### src/rtl/bit_modify_unit.sv
module bit_modify_unit #(
  parameter int DW = 32,
  parameter int NW = 16
) (
  input  logic          clk,
  input  logic          rst_n,
  input  logic          in_valid,
  input  logic [1:0]    op,
  input  logic          wide,
  input  logic          in_mem,
  input  logic [DW-1:0] operand,
  input  logic [DW-1:0] offset,
  output logic          out_valid,
  output logic          carry,
  output logic [DW-1:0] result,
  output logic          wr_en,
  output logic [DW-1:0] addr_adj
);
  localparam int PW  = $clog2(DW);
  localparam int NPW = $clog2(NW);
  localparam int AB  = $clog2(DW / 8);
  localparam int NAB = $clog2(NW / 8);
  localparam logic [1:0] OP_TEST = 2'd0, OP_SET = 2'd1, OP_CLR = 2'd2, OP_INV = 2'd3;

  logic [PW-1:0]        pos;
  logic [DW-1:0]        mask, mod;
  logic                 bit_old;
  logic signed [DW-1:0] off_w, off_n, adj_w, adj_n;
  logic [DW-1:0]        adj;

  assign pos     = wide ? offset[PW-1:0] : {{(PW-NPW){1'b0}}, offset[NPW-1:0]};
  assign mask    = DW'(1) << pos;
  assign bit_old = |(operand & mask);

  always_comb begin
    case (op)
      OP_SET:  mod = operand | mask;
      OP_CLR:  mod = operand & ~mask;
      OP_INV:  mod = operand ^ mask;
      default: mod = operand;
    endcase
  end

  assign off_w = offset;
  assign off_n = {{(DW-NW){offset[NW-1]}}, offset[NW-1:0]};
  assign adj_w = (off_w >>> PW) <<< AB;
  assign adj_n = (off_n >>> NPW) <<< NAB;
  assign adj   = !in_mem ? '0 : (wide ? adj_w : adj_n);

  always_ff @(posedge clk) begin
    if (!rst_n) begin
      out_valid <= 1'b0;
      wr_en     <= 1'b0;
      carry     <= 1'b0;
      result    <= '0;
      addr_adj  <= '0;
    end else begin
      out_valid <= in_valid;
      wr_en     <= in_valid && (op != OP_TEST);
      if (in_valid) begin
        carry    <= bit_old;
        result   <= mod;
        addr_adj <= adj;
      end
    end
  end

  a_r7_write_inside_valid: assert property (@(posedge clk) disable iff (!rst_n)
    wr_en |-> out_valid);
  a_r7_one_cycle: assert property (@(posedge clk) disable iff (!rst_n)
    in_valid |=> out_valid);
  a_r2_test_no_write: assert property (@(posedge clk) disable iff (!rst_n)
    (in_valid && op == OP_TEST) |=> (!wr_en && result == $past(operand)));
  a_r6_reg_no_step: assert property (@(posedge clk) disable iff (!rst_n)
    (in_valid && !in_mem) |=> addr_adj == '0);
  a_r3_upper_kept: assert property (@(posedge clk) disable iff (!rst_n)
    (in_valid && !wide) |=> result[DW-1:NW] == $past(operand[DW-1:NW]));
  a_r2_single_bit: assert property (@(posedge clk) disable iff (!rst_n)
    in_valid |=> $countones(result ^ $past(operand)) <= 1);
  a_r9_hold: assert property (@(posedge clk) disable iff (!rst_n)
    !in_valid |=> ($stable(result) && $stable(addr_adj) && $stable(carry)));
endmodule

### config.mk
export PLATFORM = sky130hd
export DESIGN_NAME = bit_modify_unit
export DESIGN_NICKNAME = d
export VERILOG_FILES = /design/src/rtl/bit_modify_unit.sv
export SDC_FILE = /design/constraint.sdc
export NUM_CORES = 1
export LEC_CHECK = 0
export BUFFER_PORTS_ARGS = -buffer_cell sky130_fd_sc_hd__buf_2
export CAP_MARGIN = 40
export CORE_ASPECT_RATIO = 1.1
export CORE_MARGIN = 5
export CORE_UTILIZATION = 54
export CTS_CLUSTER_SIZE = 20
export DETAILED_ROUTE_END_ITERATION = 10
export PLACE_DENSITY_LB_ADDON = 0.2
export SETUP_SLACK_MARGIN = 0.4
export SYNTH_ARGS = -nofsm -noshare
export SYNTH_HDL_FRONTEND = slang
export SYNTH_SLANG_ARGS = --single-unit
### constraint.sdc
create_clock -name clk -period 2.7 [get_ports clk]
set_clock_uncertainty 0.05 [all_clocks]
set_input_delay 0.27 -clock clk [delete_from_list [all_inputs] [get_ports clk]]
set_output_delay 0.27 -clock clk [all_outputs]
set_load 0.03 [all_outputs]
==> Word-level counts from Yosys, hierarchy flattened <==
Cells that the tools add are included.
{ "totals": {"input_bits": 71, "regBits": 67, "wordCells": 21} }
{ "classes": {"n_bitwise": 5, "shifts": 1, "n_eq_ne": 3, "n_mux": 4, "n_reduce_logical": 3} }
{ "ops": {"columns": ["cell", "count"], "rows": [
  ["32-bit case mux with 3 select lines", 1],
  ["32-bit bitwise AND", 2],
  ["32-bit 2-to-1 mux", 2],
  ["32-bit inverter", 1],
  ["32-bit bitwise OR", 1],
  ["32-bit OR reduction", 1],
  ["1-bit by 5-bit << shifter with 32-bit output, first input constant", 1],
  ["32-bit bitwise XOR", 1],
  ["5-bit 2-to-1 mux", 1],
  ["2-bit equality test, second input constant", 2],
  ["2-bit by 1-bit equality test with 1-bit output, second input constant", 1],
  ["2-bit nonzero test", 1],
  ["1-bit logical AND", 1]
]} }

==> Logic depth before layout (Yosys ltp) <==
{ "depth": {"word_depth": 5, "ltp_mapped": 10, "mapped_depth_nobuf": 9} }

==> Least setup slack after synthesis <==
No wires, ideal clock.
{ "synth_path": {"kind": "input -> register", "start": "in wide", "end": "reg result[12]", "n_path_buf": 1, "t_required_ns": 2.522, "path_stages": 8, "t_arrival_ns": 1.922, "setup_slack_ns": 0.601, "path_cell_list": "buf_2 > and2_1 > nor3_1 > nand2_1 > ha_1 > mux4_1 > mux2i_1 > nor2_1"} }
{ "synth_via": {"elab_chain_cells": 5} }
{ "synth_rtl": {"columns": ["item", "line_no", "rtl"], "rows": [
  ["start: declaration", "9", "input logic wide,"],
  ["5-bit 2-to-1 mux (*)", "31", "assign pos = wide ? offset[PW-1:0] : {{(PW-NPW){1'b0}}, offset[NPW-1:0]};"],
  ["1-bit by 5-bit << shifter with 32-bit output (*)", "32", "assign mask = DW'(1) << pos;"],
  ["32-bit inverter", "38", "OP_CLR: mod = operand & ~mask;"],
  ["32-bit bitwise AND", "38", null],
  ["32-bit case mux with 3 select lines (*)", "36", "case (op)"],
  ["end signal: assignment", "62", "result <= mod;"],
  ["end: declaration", "15", "output logic [DW-1:0] result,"]
]} }
Mark *: on every way between the ends. The rest lies on a longest branch, timed or not.
A chain may end at the register's enable or synchronous reset.

==> Worst setup path in the final report <==
{ "layout_path": {"start": "in wide", "end": "reg carry"} }
{ "layout_via": {"elab_chain_cells": 4} }
{ "layout_rtl": {"columns": ["item", "line_no", "rtl"], "rows": [
  ["5-bit 2-to-1 mux", "31", null],
  ["1-bit by 5-bit << shifter with 32-bit output", "32", null],
  ["32-bit bitwise AND", "33", "assign bit_old = |(operand & mask);"],
  ["32-bit OR reduction", "33", null],
  ["end signal: assignment", "61", "carry <= bit_old;"],
  ["end: declaration", "14", "output logic carry,"]
]} }
Every way passes these cells.

==> results.md <==
| Parameter | Reported |
| --- | --- |
| Top cell types by occurrence after synthesis | sky130_fd_sc_hd__ha_1 (96), sky130_fd_sc_hd__inv_1 (87), sky130_fd_sc_hd__nor2_1 (81) |
| Power share of the combinational group | 26.0% |
| CTS HTree Levels | 3 |
| Time the final worst path needs with I/O delays and setup | 2.10 ns |
| Vias per std cell | 5.15 |
| Nature of the critical path endpoint | flop |
| Initial antenna violation count | 1 |
| Sequential-to-total area share from yosys stat | 24.9% |
| Global Route met2 Usage | 34.8% |
| Cell Area, Synth | 5070 um2 |
| Leakage | 3.32 nW |
| Syn avg cell area | 8.92 um2 |
| Number of cells on the worst reg-to-reg path | 3 |
| Worst min-delay path endpoint | addr_adj[5]$_SDFFE_PN0P_ |
| Number of unique standard cell types used by synthesis | 32 |
| Wire length per cell after detailed routing | 14.9 um |
| Global-route wire length before repair | 19500 um |
| Clk root buf | sky130_fd_sc_hd__clkbuf_8 |
| Part of the total power dissipated in sequential elements | 40.0% |
| Vias in the first global route | 4134 |
| Number of buffers created by CTS | 9 |
| Effective utilization at floorplan | 54.8% |
| Internal | 1.73 mW |
| DPL Wire Length | 9370 um |
| Slew at the pin with the worst max-slew slack | 0.685 ns |
| Clock slew at the register clock pins of the worst setup and hold paths | 0.08 ns |
| Number of diodes | 0 |
| DR pass1 iterations | 5 |
| CP arrival | 2.26 ns |
| Leading cell type by number of instances after synthesis | sky130_fd_sc_hd__ha_1 |
| Count of flip-flops with a built-in enable after synthesis | 0 |
| Clock group share of total power | 34.0% |
| Crit share post-route | 77.8% |
| Required time of the critical path | 2.86 ns |
| DIE WIDTH | 102 um |
| Biggest cell delay along the critical path | 0.40 ns |
| Routability-driven placement congestion ratio | 0.857 |
| Startpoint of the worst-slack reg-to-reg timing path | addr_adj[11]$_SDFFE_PN0P_ |
| Overall overflow remaining after global route | 0 |
| CP Max Fanout | 20 |
| Synth Warn # | 0 |
| Area of the placeable core | 9260 um2 |
| Drt drc | 0 |
| Setup violations, final | 0 |
| Number of cells on the worst hold path | 3 |
| Critical R2R Capture | addr_adj[11]$_SDFFE_PN0P_ |
| Worst reg2reg setup slack | 1.89 ns |
| Top cell type's share of synthesized area | 24.9% |
| Final number of max-transition violations | 0 |
| Sum of buffers and inverters on the critical path | 2 |
| Outcome | completed |
| Buffers added on ports | 136 |
| Gate Count Post-Synth | 569 |
| Final total power | 2.53 mW |
| Overall routing resource usage | 21.1% |
| Switch share | 31.8% |
| Die Y-Extent | 112 um |
| Floorplan die area | 11400 um2 |
| Layer with the highest usage after global routing | met2 |
| Mapped Nets | 736 |
| Layout area overhead | 17.0% |
| Iteration-0 DRC Markers | 157 |
| Path type of the worst min-delay path | in -> reg |
| WS Path Type | in -> reg |
| Cell type with the largest total area after synthesis | sky130_fd_sc_hd__dfxtp_1 |
| Unrepaired setup endpoints after global routing | no |
| Total number of vias | 4169 |
| Wirelength, routed | 12100 um |
| Synth async-reset ratio | 0% |
| GR Util met1 | 27.4% |
| Max Cap Violations | 0 |
| Met3 demand-to-capacity share in global routing | 5.20% |
| Number of nets in the layout | 855 |
| Worst skew pair latency | 0.34 ns |
| P per Cell Area | 427 nW/um2 |
| Ys flop type | sky130_fd_sc_hd__dfxtp_1 |
| Post-CTS Hold Fix Bufs | 0 |
| Cell family with most CP delay | simple AND/OR/NAND/NOR gates |
| Top area cells in the synthesized netlist | sky130_fd_sc_hd__dfxtp_1 (25%), sky130_fd_sc_hd__ha_1 (24%), sky130_fd_sc_hd__mux4_2 (7.1%), sky130_fd_sc_hd__inv_1 (6.4%), sky130_fd_sc_hd__nor2_1 (6.0%) |
| Summed negative setup slack over all endpoints | 0 ns |
| Number of antenna-violating nets in the routed design | 0 |
| Count of buffers added by post-CTS timing repair for setup | 0 |
| Number of sinks handled by clock tree synthesis | 63 |
| Switching Power | 806 uW |
| Buffer levels on the longest clock path | 2 |
| Number of synthesized register bits | 63 |
| Worst hold path startpoint | offset[8] |
| Rows | 37 |
| Max_slew headroom | 54.2% |
| Crit path cell chain | buf_2, and2_1, nor2_1, nand2_1, inv_1, ha_1, nor4_1, nand2_1, nor4_1, a21oi_1 |
| Fraction of layout instances using a drive strength above 1 | 28.6% |
| Max Clk Rate | 476 MHz |
| Final worst hold slack | 0.112 ns |
| Type of element launching the critical path | primary input |
| Number of ports placed on the die boundary | 138 |
| Largest vdd supply drop | 0.000207 V |
| Source of the critical timing path | wide |
| Library cell contributing the largest single delay on the critical path | sky130_fd_sc_hd__nor4_1 |
| Number of hold violations in the final report | 0 |
| Largest net degree at the start of global routing | 45 |
| CTS tree | done |
[registers in the layout (all words and copies together) (netlist names)]
register and cells:
carry 1, out_valid 1, wr_en 1, result 32, addr_adj 28
[worst max-delay path by stage]
| stage | endpoint | slack, ns | cells past startpoint |
|---|---|---|---|
| floorplan | result[12]$_SDFFE_PN0P_ | 0.60 | 8 |
| global placement | result[20]$_SDFFE_PN0P_ | 0.24 | 8 |
| detailed placement | result[16]$_SDFFE_PN0P_ | 0.21 | 8 |
| CTS | result[16]$_SDFFE_PN0P_ | 0.59 | 8 |
| global route | result[8]$_SDFFE_PN0P_ | 0.45 | 8 |
| finish | carry$_SDFFE_PN0P_ | 0.60 | 10 |
[kinds of logic after synthesis]
| group | after synthesis | share of synthesized area [%] |
|---|---|---|
| simple gates | 156 | 13.4 |
| compound gates | 77 | 10.6 |
| fa+ha+maj | 96 | 23.7 |
| mux | 49 | 15.8 |
| flops | 63 | 24.9 |
| other cells | 1 | 0.0739 |
| buf+inv | 127 | 11.6 |
[cell type report]
class,instances,area [um2]
Inverter,88,330
Sequential cell,63,1260
Clock buffer,11,151
Tap cell,117,146
Fill cell,818,3320
Timing Repair Buffer,147,763
Clock inverter,5,56.3
Multi-Input combinational cell,379,3230
[power by group through the flow]
stage	Sequential (mW)	Clock, mW	Combinational [mW]
2_1_floorplan	1.15	0	0.355
4_1_cts	1.01	0.897	0.665
5_1_grt	1.02	0.939	0.728
6_report	1.01	0.861	0.659
3_3_place_gp	1.03	0	0.640
3_5_place_dp	1.03	0	0.662
[what timing repair did]
| action | 4_1_cts | 5_1_grt |
|---|---|---|
| hold endpoints to repair | 0 | 0 |
| resized for setup | 0 | 1 |
| setup endpoints to repair | 0 | 1 |
[cells in the final DEF, fill, tap and decap left out, types with 3 or more instances in the layout]
master,n
sky130_fd_sc_hd__buf_2,136
sky130_fd_sc_hd__ha_1,96
sky130_fd_sc_hd__inv_1,87
sky130_fd_sc_hd__nor2_1,81
sky130_fd_sc_hd__dfxtp_1,63
sky130_fd_sc_hd__a21oi_1,39
sky130_fd_sc_hd__nand2_1,36
sky130_fd_sc_hd__mux2i_1,17
sky130_fd_sc_hd__mux4_2,16
sky130_fd_sc_hd__a2bb2oi_1,16
sky130_fd_sc_hd__nor2b_1,14
sky130_fd_sc_hd__a211oi_1,12
sky130_fd_sc_hd__clkbuf_8,11
sky130_fd_sc_hd__buf_4,11
sky130_fd_sc_hd__mux2_2,10
sky130_fd_sc_hd__a211oi_2,8
sky130_fd_sc_hd__nor4_1,7
sky130_fd_sc_hd__nor3_1,6
sky130_fd_sc_hd__mux4_1,6
sky130_fd_sc_hd__and2_1,4
sky130_fd_sc_hd__nand2b_1,3
[routing by layer]
| metal | vias to the layer above | share of wire, % |
|---|---|---|
| met4 | 2 | 1.4 |
| met1 | 1917 | 45 |
| li1 | 2108 | - |
| met2 | 123 | 46 |
| met5 | - | 0.11 |
| met3 | 19 | 7.3 |
[worst register-to-register path: cells and delay by family, from the launching register on]
kind,cells,cell delay (ns)
flops,1,0.32
simple gates,2,0.18
compound gates,1,0.14
[per-stage QoR]
step | util, % | cells | setup WS, ns | instance area [um2]
CTS | 64.1 | 810 | 0.587 | 5930
global placement | 61.8 | 793 | 0.244 | 5720
detailed placement | 61.8 | 794 | 0.207 | 5730
global route | 64.1 | 810 | 0.447 | 5940
floorplan | - | 569 | 0.601 | 5070
finish | 64.1 | 810 | 0.599 | 5940
Note: power is estimated with default switching activity, not from simulation.
